**config.mk**
```make
export PLATFORM = sky130hd
export DESIGN_NAME = spi_pagecfg_seq
export DESIGN_NICKNAME = d
export VERILOG_FILES = /design/src/rtl/spi_pagecfg_seq.sv
export SDC_FILE = /design/constraint.sdc
export NUM_CORES = 1
export LEC_CHECK = 0
export ABC_AREA = 0
export BUFFER_PORTS_ARGS = -buffer_cell sky130_fd_sc_hd__buf_2
export CELL_PAD_IN_SITES_DETAIL_PLACEMENT = 0
export CELL_PAD_IN_SITES_GLOBAL_PLACEMENT = 2
export CORE_MARGIN = 3
export CORE_UTILIZATION = 37
export DETAILED_ROUTE_END_ITERATION = 7
export GPL_TIMING_DRIVEN = 0
export PLACE_DENSITY = 0.9
export SLEW_MARGIN = 20
export SYNTH_ARGS = -nofsm -noshare
export SYNTH_HDL_FRONTEND = slang
export SYNTH_SLANG_ARGS = --single-unit
```
**constraint.sdc**
```tcl
create_clock -name clk -period 2.7 [get_ports clk]
set_clock_uncertainty 0.15 [all_clocks]
set_input_delay 0.135 -clock clk [delete_from_list [all_inputs] [get_ports clk]]
set_output_delay 0.135 -clock clk [all_outputs]
set_load 0.02 [all_outputs]
```
**src/rtl/spi_pagecfg_seq.sv**
```systemverilog
module spi_pagecfg_seq #(
  parameter int CLK_DIV    = 2,
  parameter int ID_BYTES   = 4,
  parameter int CS_IDLE    = 4,
  parameter int POLL_LIMIT = 1024
) (
  input  logic       clk,
  input  logic       rst_n,
  input  logic       start,
  input  logic       op_cfg,
  output logic       busy,
  output logic       done,
  output logic [1:0] result,
  output logic [7:0] id_byte,
  output logic       id_valid,
  output logic       cs_n,
  output logic       sck,
  output logic       mosi,
  input  logic       miso
);
  localparam int CW = $clog2(CLK_DIV + 1);
  localparam int BW = $clog2(ID_BYTES + POLL_LIMIT + 2);
  localparam int PW = $clog2(POLL_LIMIT + 1);
  localparam int GW = $clog2(CS_IDLE + 1);
  localparam logic [1:0] RES_OK = 2'd0, RES_PWR = 2'd1, RES_AGAIN = 2'd2, RES_TMO = 2'd3;

  typedef enum logic [1:0] {S_IDLE, S_XFER, S_GAP} st_t;
  typedef enum logic [1:0] {PH_ID, PH_CFG, PH_POLL} ph_t;

  st_t           st;
  ph_t           ph;
  logic [CW-1:0] cnt;
  logic [2:0]    bitcnt;
  logic [BW-1:0] bytecnt;
  logic [PW-1:0] polls;
  logic [GW-1:0] gap;
  logic [7:0]    tx, rx;
  logic          tick, byte_end, last;

  function automatic logic [7:0] cfg_byte(input logic [1:0] i);
    case (i)
      2'd0: cfg_byte = 8'h3D;
      2'd1: cfg_byte = 8'h2A;
      2'd2: cfg_byte = 8'h80;
      default: cfg_byte = 8'hA6;
    endcase
  endfunction

  assign busy     = (st != S_IDLE);
  assign mosi     = tx[7];
  assign tick     = (st == S_XFER) && (cnt == CW'(CLK_DIV - 1));
  assign byte_end = tick && sck && (bitcnt == 3'd7);

  always_comb begin
    case (ph)
      PH_ID:   last = (bytecnt == BW'(ID_BYTES));
      PH_CFG:  last = (bytecnt == BW'(3));
      default: last = (bytecnt != '0) && (rx[7] || polls == PW'(POLL_LIMIT - 1));
    endcase
  end

  always_ff @(posedge clk) begin
    if (!rst_n) begin
      st <= S_IDLE; ph <= PH_ID; cnt <= '0; bitcnt <= '0; bytecnt <= '0;
      polls <= '0; gap <= '0; tx <= '0; rx <= '0; cs_n <= 1'b1; sck <= 1'b0;
      done <= 1'b0; result <= RES_OK; id_byte <= '0; id_valid <= 1'b0;
    end else begin
      done <= 1'b0;
      id_valid <= 1'b0;
      case (st)
        S_IDLE: if (start) begin
          ph <= op_cfg ? PH_CFG : PH_ID;
          tx <= op_cfg ? 8'h3D : 8'h9F;
          result <= RES_OK;
          cs_n <= 1'b0; cnt <= '0; bitcnt <= '0; bytecnt <= '0; polls <= '0;
          st <= S_XFER;
        end
        S_XFER: if (!tick) cnt <= cnt + 1'b1;
        else begin
          cnt <= '0;
          if (!sck) begin
            sck <= 1'b1;
            rx <= {rx[6:0], miso};
          end else begin
            sck <= 1'b0;
            if (bitcnt != 3'd7) begin
              bitcnt <= bitcnt + 1'b1;
              tx <= {tx[6:0], 1'b0};
            end else begin
              bitcnt <= '0;
              bytecnt <= bytecnt + 1'b1;
              tx <= (ph == PH_CFG && !last) ? cfg_byte(bytecnt[1:0] + 2'd1) : 8'h00;
              if (ph == PH_ID && bytecnt != '0) begin
                id_byte <= rx;
                id_valid <= 1'b1;
              end
              if (ph == PH_POLL && bytecnt != '0) begin
                if (rx[7]) result <= rx[0] ? RES_PWR : RES_AGAIN;
                else if (last) result <= RES_TMO;
                else polls <= polls + 1'b1;
              end
              if (last) begin
                cs_n <= 1'b1;
                gap <= '0;
                st <= S_GAP;
              end
            end
          end
        end
        default: if (gap == GW'(CS_IDLE - 1)) begin
          if (ph == PH_CFG) begin
            ph <= PH_POLL; tx <= 8'hD7; cs_n <= 1'b0;
            cnt <= '0; bitcnt <= '0; bytecnt <= '0; polls <= '0;
            st <= S_XFER;
          end else begin
            st <= S_IDLE;
            done <= 1'b1;
          end
        end else gap <= gap + 1'b1;
      endcase
    end
  end

  logic [GW-1:0] hi_cnt;
  always_ff @(posedge clk) begin
    if (!rst_n) hi_cnt <= GW'(CS_IDLE);
    else if (!cs_n) hi_cnt <= '0;
    else if (hi_cnt != GW'(CS_IDLE)) hi_cnt <= hi_cnt + 1'b1;
  end

  assert_cs_gap_R8: assert property (@(posedge clk) disable iff (!rst_n)
    $fell(cs_n) |-> hi_cnt == GW'(CS_IDLE));
  assert_sck_idle_R3: assert property (@(posedge clk) disable iff (!rst_n)
    cs_n |-> !sck);
  assert_mosi_hold_R3: assert property (@(posedge clk) disable iff (!rst_n)
    (sck && $past(sck)) |-> $stable(mosi));
  assert_done_pulse_R9: assert property (@(posedge clk) disable iff (!rst_n)
    done |=> !done);
  assert_done_idle_R9: assert property (@(posedge clk) disable iff (!rst_n)
    done |-> (!busy && cs_n));
  assert_start_ignored_R9: assert property (@(posedge clk) disable iff (!rst_n)
    (busy && start && !done) |=> busy);
endmodule

```
# Word level (Yosys, flattened, before mapping)
# Index checks and enable logic that the tools add are counted.
# op_classes
add_sub_neg,6
eq_ne,21
mux,75
n_reduce_logical,31
bitwise_logic,7
# op_table
operator,count
11-bit two-way mux,12
8-bit two-way mux,8
11-bit case mux with 2 select lines,2
2-bit two-way mux,20
3-bit two-way mux,11
8-bit case mux with 3 select lines,1
11-bit by 1-bit adder with 11-bit output (second input constant),2
6-bit AND reduction,3
2-bit != test (second input constant),8
2-bit case mux with 2 select lines,4
8-bit case mux with 2 select lines,1
7-bit AND reduction,2
1-bit two-way mux,12
3-bit case mux with 2 select lines,2
11-bit by 10-bit equality test with 1-bit output (second input constant),1
11-bit by 2-bit equality test with 1-bit output (second input constant),1
11-bit by 3-bit equality test with 1-bit output (second input constant),1
11-bit nonzero test,1
5-bit AND reduction,2
9-bit AND reduction,1
2-bit by 1-bit equality test with 1-bit output (second input constant),4
2-bit nonzero test,4
1-bit NOT,7
3-bit by 1-bit adder with 3-bit output (second input constant),2
other kinds (16),28
# totals
inputBits,5
out_inout_bits,16
elab_cells,155
reg_bits,64

# Depth between registers and ports, before layout
# depth
depth_word,11
mapped_depth,8

# Least setup slack after synthesis
# OpenSTA, ideal clock, no wires.
# synth_timing
path_kind,reg-to-reg
startpoint,register bytecnt[0]
endpoint,register st[0]
arrival_time_ps,1903
path_stages_with_launch,8
path_slack_ps,516
path_buffers,0
cell_sequence,dfxtp_1 inv_1 ha_1 and2b_2 and3_1 o32a_2 or3_1 nor3b_2
# synth_between
elab_chain_cells,5
word_cells_on_any_way,7
classes_between,eq/ne: 3; mux: 1; reduce/logical: 3
# synth_rtl
item,line,text
from (decl),34,logic [BW-1:0] bytecnt;
from (signal assigned),91,bytecnt <= bytecnt + 1'b1;
11-bit nonzero test,58,default: last = (bytecnt != '0) && (rx[7] || polls == PW'(POLL_LIMIT - 1));
1-bit logical AND,58,
1-bit case mux with 2 select lines (*),55,case (ph)
2-bit != test (no source line) (*),-,
6-bit AND reduction (no source line) (*),-,
to (signal assigned),64,st <= S_IDLE; ph <= PH_ID; cnt <= '0; bitcnt <= '0; bytecnt <= '0;
to (signal assigned),76,st <= S_XFER;
to (signal assigned),105,st <= S_GAP;
to (decl),30,st_t st;
# Mark *: on every way between the ends. The rest lies on a longest branch, timed or not.
# A chain may end at the register's enable or synchronous reset.

# Final worst setup path
# Ends and elaborated chain as after synthesis.

==> implementation parameters <==
Parameter                              Value

Power
  Leakage power figure ... roughly 0.0014 uW
  Power density of the placed cells ... approximately 570 nW/um^2
  Worst VDD drop ... about 0.33 mV
  Final total power ... ~2000 uW

Outcome
  Run status ... finished, final reports clean

Clocking
  TritonCTS Buffers ... 9
  CTS H-tree lvls ... 3
  TritonCTS clock tree ... yes
  Cell at the root of the clock tree ... sky130_fd_sc_hd__clkbuf_8
  Clock slew at reported path FFs ... 80 ps
  Clk buf depth ... 2
  Total of cells resized after clock tree synthesis ... 0
  Clock Latency Late Sink ... 340 ps
  Clk sinks ... 64

Worst setup path
  Cell type group with the largest total delay on the critical path ... simple AND/OR/NAND/NOR gates
  Data required time of the worst path ... 2760 ps
  Endpoint type of the worst setup path ... flip-flop
  Data arrival time of the worst path ... between 2000 and 3000 ps
  Type of the worst setup path ... reg -> reg
  Slowest stage cell on the critical path ... sky130_fd_sc_hd__dfxtp_1
  CP Launch Type ... flip-flop
  Worst path max stage delay ... 510 ps
  Critical path, cell by cell ... inv_1, ha_1, and2b_2, and3_1, o32a_2, or3_1, nor3b_2
  Crit path buffers/inverters ... 1
  Largest fanout on the critical path ... 9

Timing
  Transition time of the tightest slew-check pin ... 762 ps
  Worst rel slew slack ... 0.487
  Peak Freq ... 403 MHz
  Max-slew violations ... 0
  Fin crit period ... 2480 ps
  Fin. Hold Viols ... 0
  Setup TNS ... 0 ps
  Total of endpoints with negative setup slack in the final report ... 0
  Post-route worst setup slack ... 216 ps
  Fraction of the cycle the final worst path needs ... 0.920
  RSZ-0062 raised after global routing ... false

Synth
  Portion of the post-synthesis area used by sequential elements ... 0.420
  Post-synth EDFFs ... 0
  Top_reg_cell synth ... sky130_fd_sc_hd__dfxtp_1
  Synth area leaders ... sky130_fd_sc_hd__dfxtp_1 42%, sky130_fd_sc_hd__mux2i_1 5.6%, sky130_fd_sc_hd__nor2_1 5.5%
  Synth top area share ... 0.420
  Post-synthesis cell type count ... 62
  Number of register bits inferred by synthesis ... 64
  Gate count after technology mapping ... 343
  Largest area contributor in the netlist ... sky130_fd_sc_hd__dfxtp_1
  Mean post-synth cell area ... between 8 and 9 um^2
  Proportion of register bits with asynchronous set or reset after synthesis ... 0
  Post-synthesis instance area ... 3050 um^2
  Post-Synthesis Net Count ... between 300 and 400
  Warnings from Yosys ... 0

Route
  Avg Vias per Cell ... 5.37
  Via count ... 2594
  Remaining antenna violation count after routing ... 0
  Violation count after the first detailed-routing iteration ... 82
  Detailed-route DRC error count ... 0
  Final Routed Wirelength ... slightly above 7 mm
  Iteration count of the initial detailed-routing pass ... 5
  Routed length per instance ... between 10 and 15 um

Die
  Number of rows created at floorplan ... 32
  Core region area ... 7850 um^2
  Die width ... 96.8 um
  Initial core utilization ... 0.389
  Number of top-level pins ... 21
  Die boundary height ... 96.8 um
  Full die area ... 9370 um^2

Cells and area
  Core occupancy in the finished layout ... 0.446
  Diodes inserted ... 0
  Fraction of layout cells with a size suffix above 1 ... 0.171
  Post-layout net count ... 391
  Area added between synthesis and finish ... 14.9%

Placement
  Total of buffers placed on input and output ports ... 20
  RePlAce Congestion ... 0.770
  Post-placement setup slack ... 262 ps
  DP HPWL ... 5.01 mm

Global route
  Pin count of the biggest net entering global routing ... 13
  Antenna violations before repair ... 0
  Wire length of the first global-routing pass ... 12.3 mm
  Remaining Overflow, GRT ... 0
  Via count of the first global-routing pass ... 2496
  Total routing usage reported by global routing ... 0.160

Hold path
  Path category of the worst min-delay check ... in -> reg

Job
  Count of maximum capacitance violations ... 0
==> registers in the layout, indices dropped and copies added, names as in the netlist <==
register and cells:
st 2, cnt 2, tx 8, cs_n 1
ph 2, id_byte 8, result 2, gap 3
bitcnt 3, polls 11, bytecnt 11, done 1
id_valid 1, rx 8, sck 1
==> synth_stat cells (all sizes together), types with 4 or more instances <==
master and count:
dfxtp 64, nor2 45, a21oi 23, nand2 23
mux2i 17, nand3 17, o21ai 16, inv 12
buf 10, ha 10, nand4 10, clkbuf 8
xor2 8, or3 6, and3 5, nand3b 5
nor3 5, and4 4, xnor2 4
==> logic make-up (layout without fill, tap and decap cells) <==
| family | after synthesis | in the layout | share of synthesized area |
|---|---|---|---|
| DFF | 64 | 64 | 0.420 |
| buffers and inverters | 30 | 68 | 0.0435 |
| and+or+nand+nor | 141 | 141 | 0.247 |
| xor gates and xnor gates | 12 | 12 | 0.0345 |
| AOI/OAI and AO/OA | 68 | 68 | 0.154 |
| muxes | 18 | 18 | 0.0595 |
| adders and majority gates | 10 | 10 | 0.0410 |
==> final cells by class <==
class                      instances  area [um^2]
fill                             799         4350
multi-input combinational        249         1640
sequential                        64         1280
clock buffer                      10          138
tap                              102          128
timing repair buffer              22          120
buffer                            18         87.6
clock inverter                     6         67.6
inverter                          12         45.0
==> what timing repair did <==
action | CTS | global route
endpoints found under the hold margin | 2 | 0
buffers inserted | 0 | 0
hold buffers | 2 | 0
==> stage by stage <==
step | hold slack (ps) | cells | cell area (um^2)
6_report | 122 | 483 | 3500
5_1_grt | 139 | 483 | 3500
4_1_cts | 109 | 483 | 3500
3_5_place_dp | 229 | 465 | 3280
3_3_place_gp | 227 | 465 | 3280
2_1_floorplan | 132 | 343 | 3050
==> layer usage <==
layer | part of all wire | global-route usage
met5 | 0 | 0
met4 | 0.011 | 0.0410
met3 | 0.043 | 0.0469
met2 | 0.45 | 0.249
met1 | 0.49 | 0.218
==> path summary, 6_finish.rpt <==
check | startpoint | to | slack [ps] | cells past startpoint
setup / recovery | bytecnt[0] | st[0] | 220 | 7
hold / removal | rst_n | polls[0] | 120 | 4
setup reg to reg | bytecnt[0] | st[0] | 220 | 7
hold reg to reg | tx[7] | tx[7] | 310 | 2
==> layout by cell type, fill, tap and decap left out, types with 2 or more instances in the layout <==
cell type | Yosys | final
sky130_fd_sc_hd__a211oi_1 | 2 | 2
sky130_fd_sc_hd__a21oi_1 | 23 | 23
sky130_fd_sc_hd__a22oi_1 | 2 | 2
sky130_fd_sc_hd__a31o_2 | 2 | 2
sky130_fd_sc_hd__a31oi_1 | 2 | 2
sky130_fd_sc_hd__and2_1 | 2 | 2
sky130_fd_sc_hd__and3_1 | 4 | 4
sky130_fd_sc_hd__and4_1 | 3 | 3
sky130_fd_sc_hd__buf_1 | 2 | 2
sky130_fd_sc_hd__buf_2 | 6 | 26
sky130_fd_sc_hd__clkbuf_1 | 7 | 7
sky130_fd_sc_hd__clkbuf_8 | 0 | 10
sky130_fd_sc_hd__clkinvlp_4 | 0 | 2
sky130_fd_sc_hd__dfxtp_1 | 64 | 64
sky130_fd_sc_hd__dlygate4sd3_1 | 0 | 2
sky130_fd_sc_hd__ha_1 | 10 | 10
sky130_fd_sc_hd__inv_1 | 12 | 12
sky130_fd_sc_hd__mux2i_1 | 17 | 17
sky130_fd_sc_hd__nand2_1 | 22 | 22
sky130_fd_sc_hd__nand2b_1 | 3 | 3
sky130_fd_sc_hd__nand3_1 | 17 | 17
sky130_fd_sc_hd__nand3b_1 | 5 | 5
sky130_fd_sc_hd__nand4_1 | 10 | 10
sky130_fd_sc_hd__nor2_1 | 45 | 45
sky130_fd_sc_hd__nor2b_1 | 3 | 3
sky130_fd_sc_hd__nor3_1 | 5 | 5
sky130_fd_sc_hd__nor4_2 | 2 | 2
sky130_fd_sc_hd__o211ai_1 | 2 | 2
sky130_fd_sc_hd__o21a_1 | 2 | 2
sky130_fd_sc_hd__o21ai_0 | 16 | 16
sky130_fd_sc_hd__o31ai_1 | 3 | 3
sky130_fd_sc_hd__or3_1 | 6 | 6
sky130_fd_sc_hd__or4_1 | 2 | 2
sky130_fd_sc_hd__xnor2_1 | 4 | 4
sky130_fd_sc_hd__xor2_1 | 8 | 8
==> worst register-to-register path, cell delays in order (launching register included) <==
cell and delay, ps:
sky130_fd_sc_hd__dfxtp_1 510, sky130_fd_sc_hd__inv_1 120, sky130_fd_sc_hd__ha_1 240, sky130_fd_sc_hd__and2b_2 220
sky130_fd_sc_hd__and3_1 180, sky130_fd_sc_hd__o32a_2 390, sky130_fd_sc_hd__or3_1 360, sky130_fd_sc_hd__nor3b_2 170
==> report_power, final <==
part	internal [uW]	leakage, uW	switching [uW]	total [uW]
combinational	55.9	0.000760	109	165
sequential	964	0.000519	17.7	982
clock	454	0.0000989	397	852
total	1470	0.00138	524	2000
No activity file was read; power rests on OpenSTA's default activity.
